### config.mk
export PLATFORM = sky130hd
export DESIGN_NAME = hline_timing_gen
export DESIGN_NICKNAME = d
export VERILOG_FILES = /design/src/rtl/htg_pkg.sv /design/src/rtl/htg_ctrl.sv /design/src/rtl/htg_datapath.sv /design/src/rtl/hline_timing_gen.sv
export SDC_FILE = /design/constraint.sdc
export NUM_CORES = 1
export LEC_CHECK = 0
export BUFFER_PORTS_ARGS = -buffer_cell sky130_fd_sc_hd__buf_2
export CAP_MARGIN = 20
export CORE_UTILIZATION = 34
export CTS_CLUSTER_DIAMETER = 60
export DETAILED_ROUTE_END_ITERATION = 16
export PLACE_DENSITY = 0.63
export SLEW_MARGIN = 10
export SYNTH_ARGS = -nofsm -noshare
export SYNTH_HDL_FRONTEND = slang
export SYNTH_SLANG_ARGS = --single-unit
### constraint.sdc
create_clock -name clk -period 1.2 [get_ports clk]
set_input_delay 0.24 -clock clk [delete_from_list [all_inputs] [get_ports clk]]
set_output_delay 0.24 -clock clk [all_outputs]
set_load 0.1 [all_outputs]
### src/rtl/htg_pkg.sv
package htg_pkg;
  localparam int unsigned STATE_W = 6;
  typedef logic [STATE_W-1:0] lineState_t;

  // Decoded states, stored as values (bit 0 is the first bit of the sequence)
  localparam lineState_t ST_END       = 6'b001010;
  localparam lineState_t ST_SET_SYNC  = 6'b001111;
  localparam lineState_t ST_RST_SYNC  = 6'b111011;
  localparam lineState_t ST_RST_BURST = 6'b111100;
  localparam lineState_t ST_RST_BLANK = 6'b001110;

  typedef struct packed {
    logic step;
    logic restart;
  } htgStrobes_t;
endpackage

### src/rtl/htg_ctrl.sv
module htg_ctrl
  import htg_pkg::*;
#(
  parameter int unsigned CLOCKS_PER_COUNT = 4
) (
  input  logic        clk,
  input  logic        rst,
  input  logic        lineReset,
  output htgStrobes_t strobes,
  output logic        countTick
);
  localparam int unsigned DIV_W = (CLOCKS_PER_COUNT > 2) ? $clog2(CLOCKS_PER_COUNT) : 1;
  localparam logic [DIV_W-1:0] PRE_LAST = DIV_W'(CLOCKS_PER_COUNT - 2);

  logic [DIV_W-1:0] divQ;
  logic             tickQ;

  always_ff @(posedge clk) begin
    if (rst || lineReset) begin
      divQ  <= '0;
      tickQ <= 1'b0;
    end else begin
      tickQ <= (divQ == PRE_LAST);
      divQ  <= tickQ ? '0 : divQ + 1'b1;
    end
  end

  always_comb begin
    strobes.step    = tickQ && !lineReset;
    strobes.restart = lineReset;
  end

  assign countTick = tickQ;
endmodule

### src/rtl/htg_datapath.sv
module htg_datapath
  import htg_pkg::*;
(
  input  logic        clk,
  input  logic        rst,
  input  htgStrobes_t strobes,
  output lineState_t  lineState,
  output logic        hBlank,
  output logic        hSyncN,
  output logic        colorBurst
);
  lineState_t stateQ;
  lineState_t shifted;
  logic blankQ, syncNQ, burstQ, blankOutQ;
  logic atEnd, atSetSync, atRstSync, atRstBurst, atRstBlank;

  always_comb begin
    shifted    = {stateQ[STATE_W-2:0], ~(stateQ[STATE_W-1] ^ stateQ[STATE_W-2])};
    atEnd      = (stateQ == ST_END);
    atSetSync  = (stateQ == ST_SET_SYNC);
    atRstSync  = (stateQ == ST_RST_SYNC);
    atRstBurst = (stateQ == ST_RST_BURST);
    atRstBlank = (stateQ == ST_RST_BLANK);
  end

  always_ff @(posedge clk) begin
    if (rst || strobes.restart) begin
      stateQ <= '0;
      blankQ <= 1'b1;
      syncNQ <= 1'b1;
      burstQ <= 1'b0;
    end else if (strobes.step) begin
      stateQ <= atEnd ? '0 : shifted;
      if (atEnd)           blankQ <= 1'b1;
      else if (atRstBlank) blankQ <= 1'b0;
      if (atSetSync)       syncNQ <= 1'b0;
      else if (atRstSync)  syncNQ <= 1'b1;
      if (atRstSync)       burstQ <= 1'b1;
      else if (atRstBurst) burstQ <= 1'b0;
    end
  end

  // Half-clock retime of blank onto the inverted pixel clock
  always_ff @(negedge clk) begin
    blankOutQ <= rst ? 1'b1 : blankQ;
  end

  assign lineState  = stateQ;
  assign hBlank     = blankOutQ;
  assign hSyncN     = syncNQ;
  assign colorBurst = burstQ;
endmodule

### src/rtl/hline_timing_gen.sv
module hline_timing_gen
  import htg_pkg::*;
#(
  parameter int unsigned CLOCKS_PER_COUNT = 4
) (
  input  logic       clk,
  input  logic       rst,
  input  logic       lineReset,
  output logic       hBlank,
  output logic       hSyncN,
  output logic       colorBurst,
  output logic       countTick,
  output logic [5:0] lineState
);
  htgStrobes_t strobes;

  htg_ctrl #(.CLOCKS_PER_COUNT(CLOCKS_PER_COUNT)) ctrl_i (
    .clk(clk), .rst(rst), .lineReset(lineReset),
    .strobes(strobes), .countTick(countTick)
  );

  htg_datapath dp_i (
    .clk(clk), .rst(rst), .strobes(strobes),
    .lineState(lineState), .hBlank(hBlank),
    .hSyncN(hSyncN), .colorBurst(colorBurst)
  );
endmodule

==> impl_results.md, run 1 <==
- Ys Warns: 0
- DIE AREA: 1930 um2
- Avg Inst Size Synth: 9.63 um2
- TritonCTS clock tree: built
- Status: finished with violations
- Number of enable flip-flop cells after synthesis: 0
- Critical Path RT: ~0.96 ns
- CP arrival: about 1.4 ns
- First-pass GRT wire length: 1880 um
- Iteration-0 DRC Markers: 19
- Share of cells above drive strength 1: 0.494
- Residual DRC: 0
- Top-area cell type share of the netlist area: 0.436
- DR vias: 531
- H-tree levels: 1
- 1st-pass router iterations: 6
- VDD IR max: 571 uV
- Sequential cell area fraction in the yosys report: 0.436
- CP max stage cell: dfxtp_4
- Final-report hold violation count: 0
- Clk Latency, worst-skew pair: roughly 0.33 ns
- Clock transition at path regs: 0.08 ns
- Clock Skew: 0.0574 ns
- Slew margin rel.: 0.762
- I/O pin count: 13
- Pwr Density: 861 nW/um2
- Worst Hold Class: in -> reg
- Net count after synthesis: 69
- Async set-or-reset flop fraction in the synthesized netlist: 0
- Chip Width: 43.9 um
- Leakage power: 0.385 nW
- Worst Path Max Fanout: 1
- Cells along the critical path: buf_12
- I/O Buffers: 12
- Antenna Cells: 0
- Least-Margin Pin Slew: 0.356 ns
- Ranking of synthesized cells by area: dfxtp_1 44%, ha_1 8.4%, a41o_1 5.0%
- RSZ-0062 raised after global routing: true
- Vias/cell: 5.47
- Root buffer cell: clkbuf_4
- Synth Flop Type: dfxtp_1
- Routed len/inst: between 10 and 15 um
- Clock tree buffer depth: 2
- Synth cell count leaders: 13 x dfxtp_1, 7 x inv_1, 6 x nor2_1
- Synth Cell Area: 597 um2
- Final worst-path setup slack: -0.473 ns
- CTS Sinks: 13
- Nets@finish: 89
- Final-report setup violation count: 1
- Critical path's top delay family: flip-flops
- Initial antenna violation count: 0
- Core box area: 1580 um2
- P&R area growth vs syn: 61.6%
- Crit path launch type: flop
- Initial core utilization: 0.379
- Num CTS Buffers: 3
- Seq cells post-synth: 13
- Max_cap viols: 0
- Count leader, synth: dfxtp_1
- Netlist cell types: 25
- Post-layout total power: 0.000831 W
- Layout fillers: about 140
- Kind of critical path: reg -> out
- Largest area contributor in the netlist: dfxtp_1
- Hold_buf cts: 0
- Final Slew Violations: 0
- Final Routed Wirelength: 1150 um
- Grt total ovfl: 0
- DIE HEIGHT: 43.9 um
- Failing checks: setup timing
- Pin count of the biggest net entering global routing: 17
- Crit path largest cell delay: 0.34 ns
- Vias in the first global route: 448
- Endpoint type of the worst setup path: output port
- Placer Congestion: 0.754
- Setup TNS: -0.473 ns
- Final HPWL from detailed placement: 831 um
- Rows: 14
- Total track usage: 0.134
- Syn Inst Count: 62
- Post-DRT Antenna Nets: 0
- Bufs and invs on worst path: 1
-- stage by stage --
step | hold WS (ns) | utilization | std cells | setup WS, ns | cell area, um2
4_1_cts | 0.279 | 0.589 | 94 | -0.487 | 928
5_1_grt | 0.309 | 0.612 | 97 | -0.502 | 965
2_1_floorplan | 0.399 | - | 62 | -0.144 | 659
3_5_place_dp | 0.418 | 0.563 | 90 | -0.135 | 888
3_3_place_gp | 0.404 | 0.563 | 90 | -0.131 | 888
6_report | 0.287 | 0.612 | 97 | -0.473 | 965
-- worst paths after layout --
check | endpoint | from | slack [ns] | cells after the start
worst max-delay path | hBlank | dp_i.hBlank | -0.47 | 1
worst min-delay path | dp_i.blankQ | lineReset | 0.29 | 3
worst max register to register | dp_i.hBlank | dp_i.blankQ | 0.01 | 1
worst min register to register | ctrl_i.divQ[0] | ctrl_i.divQ[0] | 0.43 | 1
-- what timing repair did --
item,4_1_cts,5_1_grt
endpoints found under the setup margin,1,4
buffers inserted,0,3
hold endpoints to repair,0,0
gates cloned,0,0
resized for setup,0,3
-- state kept, by name, summed over array words and instances, names as in the netlist --
name and count:
ctrl_i.countTick 1, dp_i.blankQ 1, dp_i.lineState 6, dp_i.hSyncN 1
dp_i.colorBurst 1, ctrl_i.divQ 2, dp_i.hBlank 1
-- cell usage in the layout, fill, tap and decap left out, types with 4 or more instances in the layout --
cell type,n
dfxtp_2,4
buf_4,5
nor3_1,5
inv_1,5
buf_12,10
dfxtp_4,7
nor2_1,6
-- kinds of logic (layout without fill, tap and decap cells) --
family / count (synthesis) / count (layout) / share of synthesized area
fa+ha+maj: 4 / 4 / 0.0839
flops: 13 / 13 / 0.436
buf+inv: 9 / 28 / 0.0713
mux: 2 / 2 / 0.0335
simple gates: 26 / 26 / 0.270
compound gates: 8 / 8 / 0.105
-- final cells by class --
type                    instances  area [um2]  area share
clock inverters                 2        21.3      0.0220
multi-input cells              40         334       0.346
well taps                      16        20.0      0.0208
repair buffers                 17         248       0.257
flip-flops and latches         13         292       0.302
inverters                       6        27.5      0.0285
clock buffers                   3        22.5      0.0233
-- worst min-delay path: stages --
cell	delay, ns
buf_2	0.10
nor2_1	0.09
nand3b_1	0.09
-- power by group --
group          switching [W]  total (W)  internal [W]  leakage, nW
Clock               0.000143   0.000376      0.000233       0.0319
Sequential        0.00000272   0.000422      0.000419        0.110
Combinational      0.0000184  0.0000327     0.0000144        0.244
Total               0.000164   0.000831      0.000666        0.385
-- routing by layer --
metal	global-route usage	wire length, um
met1	0.183	542
met2	0.191	529
met3	0.0500	65
met4	0.0545	10
met5	0	0
Power figures use the tool's default switching activity.
==> run 2, diff against run 1 <==
Settings changed: BUFFER_PORTS_ARGS -buffer_cell sky130_fd_sc_hd__buf_2 to -buffer_cell sky130_fd_sc_hd__buf_4.
==> run 2 against run 1 <==
Net effect: the flow still finishes with violations (setup timing); register-to-register slack barely moved; count of clock-buffer cells in the layout unchanged; routed wire length rose by 13%; setup slack lost 0.0012 ns; combinational power grew 11%; clock skew fell by 0.0020 ns; largest cell class unchanged.
==> impl_results.md, run 2 (synthesized netlist as in run 1, its figures left out) <==
- VDD IR max: approximately 420 uV
- Clock Skew: between 0.05 and 0.06 ns
- Leakage power: 0.368 nW
- Antenna Cells: 0
- Residual DRC: 0
- Chip Width: 43.9 um
- Failing checks: setup timing
- Max FFs per register: 6
- Internal: 0.000560 W
- Root buffer cell: clkbuf_4
- Status: finished with violations
- Iteration-0 DRC Markers: 5
- Share of cells above drive strength 1: 0.494
- TritonCTS clock tree: built
- Least-Margin Pin Slew: roughly 0.39 ns
- Rows: 14
- Critical Path RT: around 0.96 ns
- Initial antenna violation count: 0
- Endpoint type of the worst setup path: output port
- Combinational share of power: 0.050
- Reg2Reg Capture Point: dp_i.hBlank
- Commonest non-fill, non-tap cell in the layout: buf_4
- Worst Path Max Fanout: 1
- Crit path launch type: flop
- Total track usage: 0.148
- H-tree levels: 1
- Final Slew Violations: 0
- Final HPWL from detailed placement: 890 um
- Final Util: 0.571
- Sw power: 0.000168 W
- DIE AREA: 1930 um2
- First-pass GRT wire length: between 2000 and 2500 um
- Pwr Density: between 800 and 900 nW/um2
- Bufs and invs on worst path: 1
- Clock tree buffer depth: 2
- Nets@finish: 91
- Clock power share: 0.371
- Vias in the first global route: 440
- Sequential fraction of design power: 0.580
- Final worst-path setup slack: -0.474 ns
- DR vias: 520
- Pin count of the biggest net entering global routing: 17
- Core box area: 1580 um2
- Vias/cell: between 5 and 6
- DIE HEIGHT: 43.9 um
- CP Launch Point: dp_i.hBlank
- Clk Latency, worst-skew pair: 0.33 ns
- I/O pin count: 13
- Cells along the critical path: buf_12
- Post-DRT Antenna Nets: 0
- 1st-pass router iterations: 6
- Placer Congestion: 0.692
- Kind of critical path: reg -> out
- R2R Path Start: dp_i.blankQ
- I/O Buffers: 12
- RSZ-0062 raised after global routing: true
- Routed len/inst: around 13 um
- Max_cap viols: 0
- Slew margin rel.: 0.742
- CP max stage cell: dfxtp_4
- Grt total ovfl: 0
- Initial core utilization: 0.379
- Fin Hold WS: between 0.2 and 0.3 ns
- Final Routed Wirelength: 1290 um
- CP arrival: 1.43 ns
- Final-report hold violation count: 0
- Stages on worst setup path: 1
- Num CTS Buffers: 3
- Reg-to-reg slack, setup: 0 ns
- P&R area growth vs syn: 50.7%
- Worst Hold Class: in -> reg
- CTS Sinks: 13
- Clock transition at path regs: around 0.08 ns
- Commonest cells after routing, fill and taps aside: 11 x buf_4, 7 x dfxtp_4, 6 x inv_1, 6 x nor2_1
- Final-report setup violation count: 1
- Setup WS pre-CTS: -0.225 ns
- Cells on worst reg2reg path: 1
- CP endpoint: hBlank
- Switching part of the total: 0.230
- Crit path largest cell delay: 0.34 ns
- Critical path's top delay family: flip-flops
[run 2: cell types whose count changed in the layout (fill, tap and decap cells not counted), moves of 2 or more]
cell	delta
buf_12	-8
buf_2	-2
buf_4	+6
buf_6	+5
[run 2: cell type report]
| class | instances | area [um2] |
|---|---|---|
| clock buffer | 3 | 22.5 |
| clock inverter | 2 | 7.51 |
| fill | 141 | 677 |
| inverter | 6 | 27.5 |
| multi-input combinational | 40 | 338 |
| sequential | 13 | 290 |
| tap | 16 | 20.0 |
| timing repair buffer | 19 | 194 |
[run 2: what timing repair did]
action | CTS | global route
resized for setup | 9 | 8
pin swaps | 0 | 2
endpoints found under the setup margin | 5 | 8
hold buffers | 0 | 0
buffers inserted | 0 | 5
[run 2: worst min path at each step]
stage / start / endpoint / slack, ns / cells past startpoint
final: lineReset / dp_i.blankQ / 0.28 / 3
after global routing: lineReset / dp_i.blankQ / 0.31 / 3
after CTS: lineReset / dp_i.blankQ / 0.27 / 3
after detailed placement: ctrl_i.divQ[0] / ctrl_i.divQ[0] / 0.42 / 1
after global placement: ctrl_i.divQ[0] / ctrl_i.divQ[0] / 0.40 / 1
after floorplan: ctrl_i.divQ[0] / ctrl_i.divQ[0] / 0.40 / 1
[run 2: stage by stage]
stage	total power (W)	instances	setup TNS [ns]	instance area (um2)
4_1_cts	0.000740	94	-0.481	831
3_5_place_dp	0.000475	90	-0.387	768
3_3_place_gp	0.000474	90	-0.338	768
5_1_grt	0.000772	99	-0.525	900
2_1_floorplan	0.000462	62	-0.298	659
6_report	0.000728	99	-0.474	900
[run 2: power groups by stage]
stage / registers [W] / clock network, W / logic (W)
2_1_floorplan: 0.000435 / 0.0000103 / 0.0000168
3_3_place_gp: 0.000432 / 0.0000103 / 0.0000310
3_5_place_dp: 0.000433 / 0.0000103 / 0.0000321
4_1_cts: 0.000423 / 0.000284 / 0.0000333
5_1_grt: 0.000422 / 0.000310 / 0.0000396
6_report: 0.000422 / 0.000270 / 0.0000362
[run 2: metal layers]
metal	global-route usage	share of wire	vias to the layer above
met5	0	0	-
met4	0.109	0.016	0
met3	0.0250	0.032	4
met2	0.209	0.48	10
met1	0.202	0.48	238
li1	-	-	268
